### src/rtl/cursor_pkg.sv
// cursor_pkg: shared constants for the cursor overlay.
// Assumes byte offsets on a 12-bit register port and 32-bit row words.
package cursor_pkg;
    localparam int CUR_DIM  = 32;              // cursor rows and columns
    localparam int ROW_AW   = $clog2(CUR_DIM); // row/column index width
    localparam int REG_AW   = 12;
    localparam int REG_DW   = 32;
    localparam int COORD_W  = 16;
    localparam int IDX_W    = 8;

    localparam logic [REG_AW-1:0] OFS_GENERAL = 12'h818;
    localparam logic [REG_AW-1:0] OFS_CORNER  = 12'h8FC;
    // Upper address bits that select each 32-word row window
    localparam logic [4:0] WIN_MASK   = 5'h12; // 0x900..0x97C
    localparam logic [4:0] WIN_COLOUR = 5'h13; // 0x980..0x9FC
    localparam logic [REG_DW-1:0] STATUS_FORCE = 32'h0200_0000;

    // Overlay selects, offset from the first extra palette entry (256)
    localparam logic [IDX_W-1:0] OVL_SEL_CLEAR = 8'd2; // entry 258
    localparam logic [IDX_W-1:0] OVL_SEL_SET   = 8'd3; // entry 259
endpackage

### src/rtl/cursor_regs.sv
// cursor_regs: register file for the cursor corner, both bit planes and
// the general word. Writes are decoded on the full byte offset (row
// windows ignore the two low bits). Reads are combinational and only the
// general word reads back; it always shows the forced status bit.
module cursor_regs
    import cursor_pkg::*;
(
    input  logic                clk,
    input  logic                rst_n,
    input  logic                we,
    input  logic [REG_AW-1:0]   addr,
    input  logic [REG_DW-1:0]   wdata,
    output logic [REG_DW-1:0]   rdata,
    output logic [COORD_W-1:0]  cur_x,
    output logic [COORD_W-1:0]  cur_y,
    output logic [CUR_DIM-1:0]  mask_rows   [CUR_DIM],
    output logic [CUR_DIM-1:0]  colour_rows [CUR_DIM]
);
    localparam logic [COORD_W-1:0] PARK = 16'hF000;

    logic [REG_DW-1:0] general_q;
    logic [ROW_AW-1:0] wr_row;
    logic              hit_mask_win;
    logic              hit_colour_win;

    // Decode which window a write targets
    always_comb begin
        wr_row         = addr[ROW_AW+1:2];
        hit_mask_win   = (addr[REG_AW-1:7] == WIN_MASK);
        hit_colour_win = (addr[REG_AW-1:7] == WIN_COLOUR);
    end

    // Corner register: packed X in the high half, Y in the low half
    always_ff @(posedge clk) begin
        if (!rst_n) begin
            cur_x <= PARK;
            cur_y <= PARK;
        end else if (we && addr == OFS_CORNER) begin
            cur_x <= wdata[31:16];
            cur_y <= wdata[15:0];
        end
    end

    // General-purpose word
    always_ff @(posedge clk) begin
        if (!rst_n)
            general_q <= '0;
        else if (we && addr == OFS_GENERAL)
            general_q <= wdata;
    end

    // One mask word and one colour word per cursor row
    for (genvar r = 0; r < CUR_DIM; r++) begin : g_row
        always_ff @(posedge clk) begin
            if (!rst_n)
                mask_rows[r] <= '0;
            else if (we && hit_mask_win && wr_row == ROW_AW'(r))
                mask_rows[r] <= wdata;
        end
        always_ff @(posedge clk) begin
            if (!rst_n)
                colour_rows[r] <= '0;
            else if (we && hit_colour_win && wr_row == ROW_AW'(r))
                colour_rows[r] <= wdata;
        end
    end

    // Read mux: only the general word is visible
    always_comb begin
        rdata = (addr == OFS_GENERAL) ? (general_q | STATUS_FORCE) : '0;
    end
endmodule

### src/rtl/cursor_hit.sv
// cursor_hit: decides whether a pixel coordinate falls inside the cursor
// square and is not clipped by the active width, then fetches the mask
// and colour bits for it. Purely combinational. Coordinates are widened
// by one bit so that the band end cannot wrap.
module cursor_hit
    import cursor_pkg::*;
#(
    parameter int ACTIVE_W = 1024
)(
    input  logic [COORD_W-1:0]  pix_x,
    input  logic [COORD_W-1:0]  pix_y,
    input  logic [COORD_W-1:0]  cur_x,
    input  logic [COORD_W-1:0]  cur_y,
    input  logic [CUR_DIM-1:0]  mask_rows   [CUR_DIM],
    input  logic [CUR_DIM-1:0]  colour_rows [CUR_DIM],
    output logic                show,
    output logic                colour_bit
);
    localparam int EW = COORD_W + 1;
    localparam logic [EW-1:0] W_EXT   = EW'(ACTIVE_W);
    localparam logic [EW-1:0] DIM_EXT = EW'(CUR_DIM);

    logic [EW-1:0]     px, py, cx, cy;
    logic              in_band, in_span, on_screen;
    logic [ROW_AW-1:0] row, col;
    logic [CUR_DIM-1:0] mrow, crow;

    // Window test in widened arithmetic
    always_comb begin
        px = {1'b0, pix_x};
        py = {1'b0, pix_y};
        cx = {1'b0, cur_x};
        cy = {1'b0, cur_y};
        in_band   = (py >= cy) && (py < cy + DIM_EXT);
        in_span   = (px >= cx) && (px < cx + DIM_EXT);
        on_screen = (px < W_EXT) && (cx < W_EXT);
    end

    // Row and column inside the cursor; column 0 is bit 31
    always_comb begin
        row  = ROW_AW'(pix_y - cur_y);
        col  = ROW_AW'(pix_x - cur_x);
        mrow = mask_rows[row];
        crow = colour_rows[row];
        show       = in_band && in_span && on_screen && mrow[~col];
        colour_bit = crow[~col];
    end
endmodule

### src/rtl/cursor_mix.sv
// cursor_mix: output register stage. Replaces the main index by an
// overlay select when the cursor shows, and clears the pixel fields
// when no pixel is present.
module cursor_mix
    import cursor_pkg::*;
(
    input  logic              clk,
    input  logic              rst_n,
    input  logic              pix_valid,
    input  logic [IDX_W-1:0]  pix_idx,
    input  logic              show,
    input  logic              colour_bit,
    output logic              out_valid,
    output logic [IDX_W-1:0]  out_idx,
    output logic              out_ovl
);
    // Register the selected index and its kind
    always_ff @(posedge clk) begin
        if (!rst_n) begin
            out_valid <= 1'b0;
            out_idx   <= '0;
            out_ovl   <= 1'b0;
        end else begin
            out_valid <= pix_valid;
            if (!pix_valid) begin
                out_idx <= '0;
                out_ovl <= 1'b0;
            end else if (show) begin
                out_idx <= colour_bit ? OVL_SEL_SET : OVL_SEL_CLEAR;
                out_ovl <= 1'b1;
            end else begin
                out_idx <= pix_idx;
                out_ovl <= 1'b0;
            end
        end
    end
endmodule

### src/rtl/hw_cursor_overlay.sv
// hw_cursor_overlay: top of the two-plane cursor overlay. Wires the
// register file, the hit test and the output stage. Assumes one pixel
// per clock at most and word-aligned register offsets.
module hw_cursor_overlay
    import cursor_pkg::*;
#(
    parameter int ACTIVE_W = 1024
)(
    input  logic                clk,
    input  logic                rst_n,
    input  logic                reg_we,
    input  logic [REG_AW-1:0]   reg_addr,
    input  logic [REG_DW-1:0]   reg_wdata,
    output logic [REG_DW-1:0]   reg_rdata,
    input  logic                pix_valid,
    input  logic [COORD_W-1:0]  pix_x,
    input  logic [COORD_W-1:0]  pix_y,
    input  logic [IDX_W-1:0]    pix_idx,
    output logic                out_valid,
    output logic [IDX_W-1:0]    out_idx,
    output logic                out_ovl
);
    logic [COORD_W-1:0] cur_x, cur_y;
    logic [CUR_DIM-1:0] mask_rows   [CUR_DIM];
    logic [CUR_DIM-1:0] colour_rows [CUR_DIM];
    logic               show, colour_bit;

    cursor_regs u_regs (
        .clk         (clk),
        .rst_n       (rst_n),
        .we          (reg_we),
        .addr        (reg_addr),
        .wdata       (reg_wdata),
        .rdata       (reg_rdata),
        .cur_x       (cur_x),
        .cur_y       (cur_y),
        .mask_rows   (mask_rows),
        .colour_rows (colour_rows)
    );

    cursor_hit #(.ACTIVE_W(ACTIVE_W)) u_hit (
        .pix_x       (pix_x),
        .pix_y       (pix_y),
        .cur_x       (cur_x),
        .cur_y       (cur_y),
        .mask_rows   (mask_rows),
        .colour_rows (colour_rows),
        .show        (show),
        .colour_bit  (colour_bit)
    );

    cursor_mix u_mix (
        .clk         (clk),
        .rst_n       (rst_n),
        .pix_valid   (pix_valid),
        .pix_idx     (pix_idx),
        .show        (show),
        .colour_bit  (colour_bit),
        .out_valid   (out_valid),
        .out_idx     (out_idx),
        .out_ovl     (out_ovl)
    );
endmodule

### config.mk
export PLATFORM = sky130hd
export DESIGN_NAME = hw_cursor_overlay
export DESIGN_NICKNAME = d
export VERILOG_FILES = /design/src/rtl/cursor_pkg.sv /design/src/rtl/cursor_regs.sv /design/src/rtl/cursor_hit.sv /design/src/rtl/cursor_mix.sv /design/src/rtl/hw_cursor_overlay.sv
export SDC_FILE = /design/constraint.sdc
export NUM_CORES = 2
export LEC_CHECK = 0
export BUFFER_PORTS_ARGS = -buffer_cell sky130_fd_sc_hd__buf_4
export CORE_UTILIZATION = 53
export DETAILED_ROUTE_END_ITERATION = 8
export PLACE_DENSITY = 0.74
export REMOVE_ABC_BUFFERS = 1
export SETUP_SLACK_MARGIN = 0.05
export SYNTH_ARGS = -nofsm -noshare
export SYNTH_HDL_FRONTEND = slang
export SYNTH_SLANG_ARGS = --single-unit
### constraint.sdc
create_clock -name clk -period 4.75 [get_ports clk]
set_input_delay 0.7125 -clock clk [delete_from_list [all_inputs] [get_ports clk]]
set_output_delay 0.7125 -clock clk [all_outputs]
set_load 0.01 [all_outputs]
==> impl_metrics.csv <==
group,metric,value,unit
die,floorplan.io_pins,130,
drt,wirelength,351000,um
drt,drc,0,
setup_path,crit_fanout,13,
synthesis,netlist_area,97400,um2
clocking,worst_skew_pair.late_latency,0.86,ns
grt,antenna_found_initial,13,
sta,timing.slew.headroom,0.179,
grt,first_pass_grt_wire_length,521000,um
grt,grt_max_degree,288,
sta,finalSetupViolCount,0,
run,timing.max_cap.violations,0,
clocking,cts.sinks,2121,
clocking,cts_buffer_depth,3,
clocking,postCtsHoldBufs,0,
layout,final_cell_utilization_of_the_core,0.597,
sta,period_needed,4.67,ns
synthesis,syn_area_per_cell,8.73,um2
clocking,cts_tree,"done",
sta,setup_repair_after_global_routing_missed_its_margin,"false",
power,power.ir.vdd_worst,0.000284,V
setup_path,worst_setup_path_start_kind,"register",
sta,final.period_utilization,0.984,
setup_path,crit_chain,"ha_4 > inv_1 > fa_4 > buf_4 > buf_12 > buf_4 > mux4_2 > nand2_1 > nand4_1 > nand3_1 > o211ai_1 > nor3_1 > buf_4 > o311a_1 > a211oi_4 > buf_12 > buf_4 > nor3b_1",
die,floorplan.die.width,431,um
die,design.core.area,182000,um2
placement,post-place-ws,-0.491,ns
setup_path,crit_path_max_incr_delay,0.93,ns
grt,track_usage,0.370,
layout,area_growth_syn_to_layout,11.3,%
drt,dr.first_iter.drc_count,11100,
die,die_height,431,um
outcome,outcome,"finished, final reports clean",
drt,number_of_nets_still_failing_antenna_checks_after_routing,0,
sta,max_slew.worst_pin.slew,1.23,ns
placement,gp_routability_congestion,0.958,
sta,setup-tns-final,0,ns
synthesis,postSynth.topFlopCell,"dfxtp_1",
die,initial_utilization,0.536,
setup_path,timing.critical_path.arrival,5.44,ns
grt,grt-ovfl-total,0,
sta,finClkSkew,0.0234,ns
clocking,level_count_of_the_clock_h_tree,4,
synthesis,synth_edf_count,0,
sta,fmax,214,MHz
synthesis,yosys.cell_types.count,76,
drt,avgViaCountPerCell,6.29,
placement,dp_hpwl,205000,um
setup_path,crit_path_frequent_cell,"buf_4",
setup_path,cp.required,5.52,ns
layout,layout_commonest_cell,"nand2_1",
die,fp.dieArea,185000,um2
power,cellPowerDensity,348,nW/um2
drt,drt_first_pass_iters,6,
synthesis,post_synthesis_sequential_area_ratio,0.436,
clocking,clock_root_buffer_master,"clkbuf_16",
clocking,cts-buffers-inserted,215,
drt,vias,84600,
setup_path,worstRegToRegCells,18,
min_path,timing.hold.worst.class,"in2reg",
sta,finalHoldWorstSlack,0.0595,ns
setup_path,category_of_the_most_critical_setup_path,"reg2reg",
die,row_count,156,
sta,finalMaxSlewViolations,0,
power,design_power_total,37.7,mW
clocking,path_clk_slew,0.06,ns
synthesis,mapped_cells,11200,
sta,timing_hold_violations_final,0,
min_path,whs_path_depth,2,
setup_path,worst_path_max_delay_cell,"fa_4",
grt,grt_pass1_vias,82600,
layout,layout-drive-gt1-share,0.139,
power,leakage,34.9,nW
layout,layout.nets,11000,
synthesis,synth_warnings,0,
layout,leading_cell_types_in_the_layout_fill_and_taps_excluded,"nand2_1 (4,567), dfxtp_1 (2,121), a21boi_0 (2,104)",
synthesis,async_flop_share,0,
synthesis,number_of_storage_elements_in_the_synthesis_netlist,2121,
placement,numPortBuffers,129,
sta,postLayoutSetupSlackWorst,0.0761,ns
drt,wl_per_cell,26.1,um
setup_path,crit_path_end_kind,"register",
critical path, delay by kind of cell, from the launching register on:
kind / cells / cell delay (ns)
muxes: 1 / 0.49
adders and majority gates: 2 / 1.07
buffers and inverters: 7 / 1.09
DFF: 1 / 0.37
AOI/OAI and AO/OA: 3 / 0.39
and+or+nand+nor: 5 / 1.15
synthesized netlist by cell type, types with 18 or more instances:
cell | instances | area (um2)
nand2_1 | 4567 | 17100
dfxtp_1 | 2121 | 42500
a21boi_0 | 2104 | 15800
clkbuf_1 | 896 | 3360
mux4_2 | 541 | 12200
nor2_1 | 105 | 394
nand3_1 | 104 | 521
buf_2 | 73 | 365
ha_1 | 56 | 701
buf_4 | 53 | 398
nand4_1 | 53 | 332
mux2i_1 | 46 | 460
inv_1 | 43 | 161
nor3_1 | 37 | 185
a21oi_1 | 36 | 180
and2_1 | 34 | 213
xnor2_1 | 23 | 201
a31oi_1 | 20 | 125
buf_6 | 18 | 203
power breakdown:
part	leakage (nW)	switching [mW]	internal, mW
sequential	17.1	0.00649	17.8
clock	3.54	7.37	10.0
combinational	14.3	1.66	0.866
total	34.9	9.04	28.7
logic make-up (layout without fill, tap and decap cells):
family,Yosys count,count (layout),synth area share
muxes,601,601,0.133
adders and majority gates,58,58,0.00761
and+or+nand+nor,4966,4966,0.198
DFF,2121,2121,0.436
xor gates and xnor gates,30,30,0.00312
other,0,9,0
buffers and inverters,1100,1007,0.0469
AOI/OAI and AO/OA,2279,2279,0.175
state kept, by name, summed over array words and instances (netlist names):
signal and cells:
u_regs.colour_rows 1024, u_regs.mask_rows 1024, u_regs.general_q 31, u_regs.cur_x 16
u_regs.cur_y 16, u_mix.out_idx 8, u_mix.out_ovl 1, u_mix.out_valid 1
stage by stage:
| stage | cells | instance area (um2) |
|---|---|---|
| 6_report | 13400 | 108000 |
| 5_1_grt | 13400 | 108000 |
| 4_1_cts | 13400 | 108000 |
| 3_5_place_dp | 13000 | 101000 |
| 3_3_place_gp | 13000 | 101000 |
| 2_1_floorplan | 10100 | 93000 |
final timing paths:
path                                                     endpoint  slack (ns)                               from
worst max-delay path                  u_mix.out_idx[4]$_SDFF_PP0_        0.08       u_regs.cur_y[0]$_SDFFE_PN0P_
worst min-delay path                  u_mix.out_idx[1]$_SDFF_PN0_        0.06                         pix_idx[1]
worst max register to register        u_mix.out_idx[4]$_SDFF_PP0_        0.08       u_regs.cur_y[0]$_SDFFE_PN0P_
worst min register to register  u_regs.general_q[28]$_SDFFE_PN0P_        0.46  u_regs.general_q[28]$_SDFFE_PN0P_
repair_timing:
item                                   4_1_cts  5_1_grt
endpoints found under the hold margin        0        0
gates resized for setup                      0        3
setup buffers                                0        1
setup endpoints to repair                    0        7
area by class of cell:
class | instances | area, um2
clock buffer | 325 | 6360
timing repair buffer | 571 | 4970
clock inverter | 67 | 812
fill | 15100 | 73200
inverter | 44 | 165
tap | 2370 | 2970
sequential | 2121 | 42500
multi-input combinational | 7934 | 50600
antenna | 9 | 22.5
layer usage:
| metal | up-vias | share of wire | GRT usage |
|---|---|---|---|
| met2 | 5651 | 0.43 | 0.558 |
| met5 | - | 0.00012 | 0 |
| met1 | 40900 | 0.36 | 0.474 |
| met4 | 6 | 0.075 | 0.247 |
| li1 | 36700 | - | - |
| met3 | 1302 | 0.13 | 0.0892 |
(Power assumes the default switching activity.)
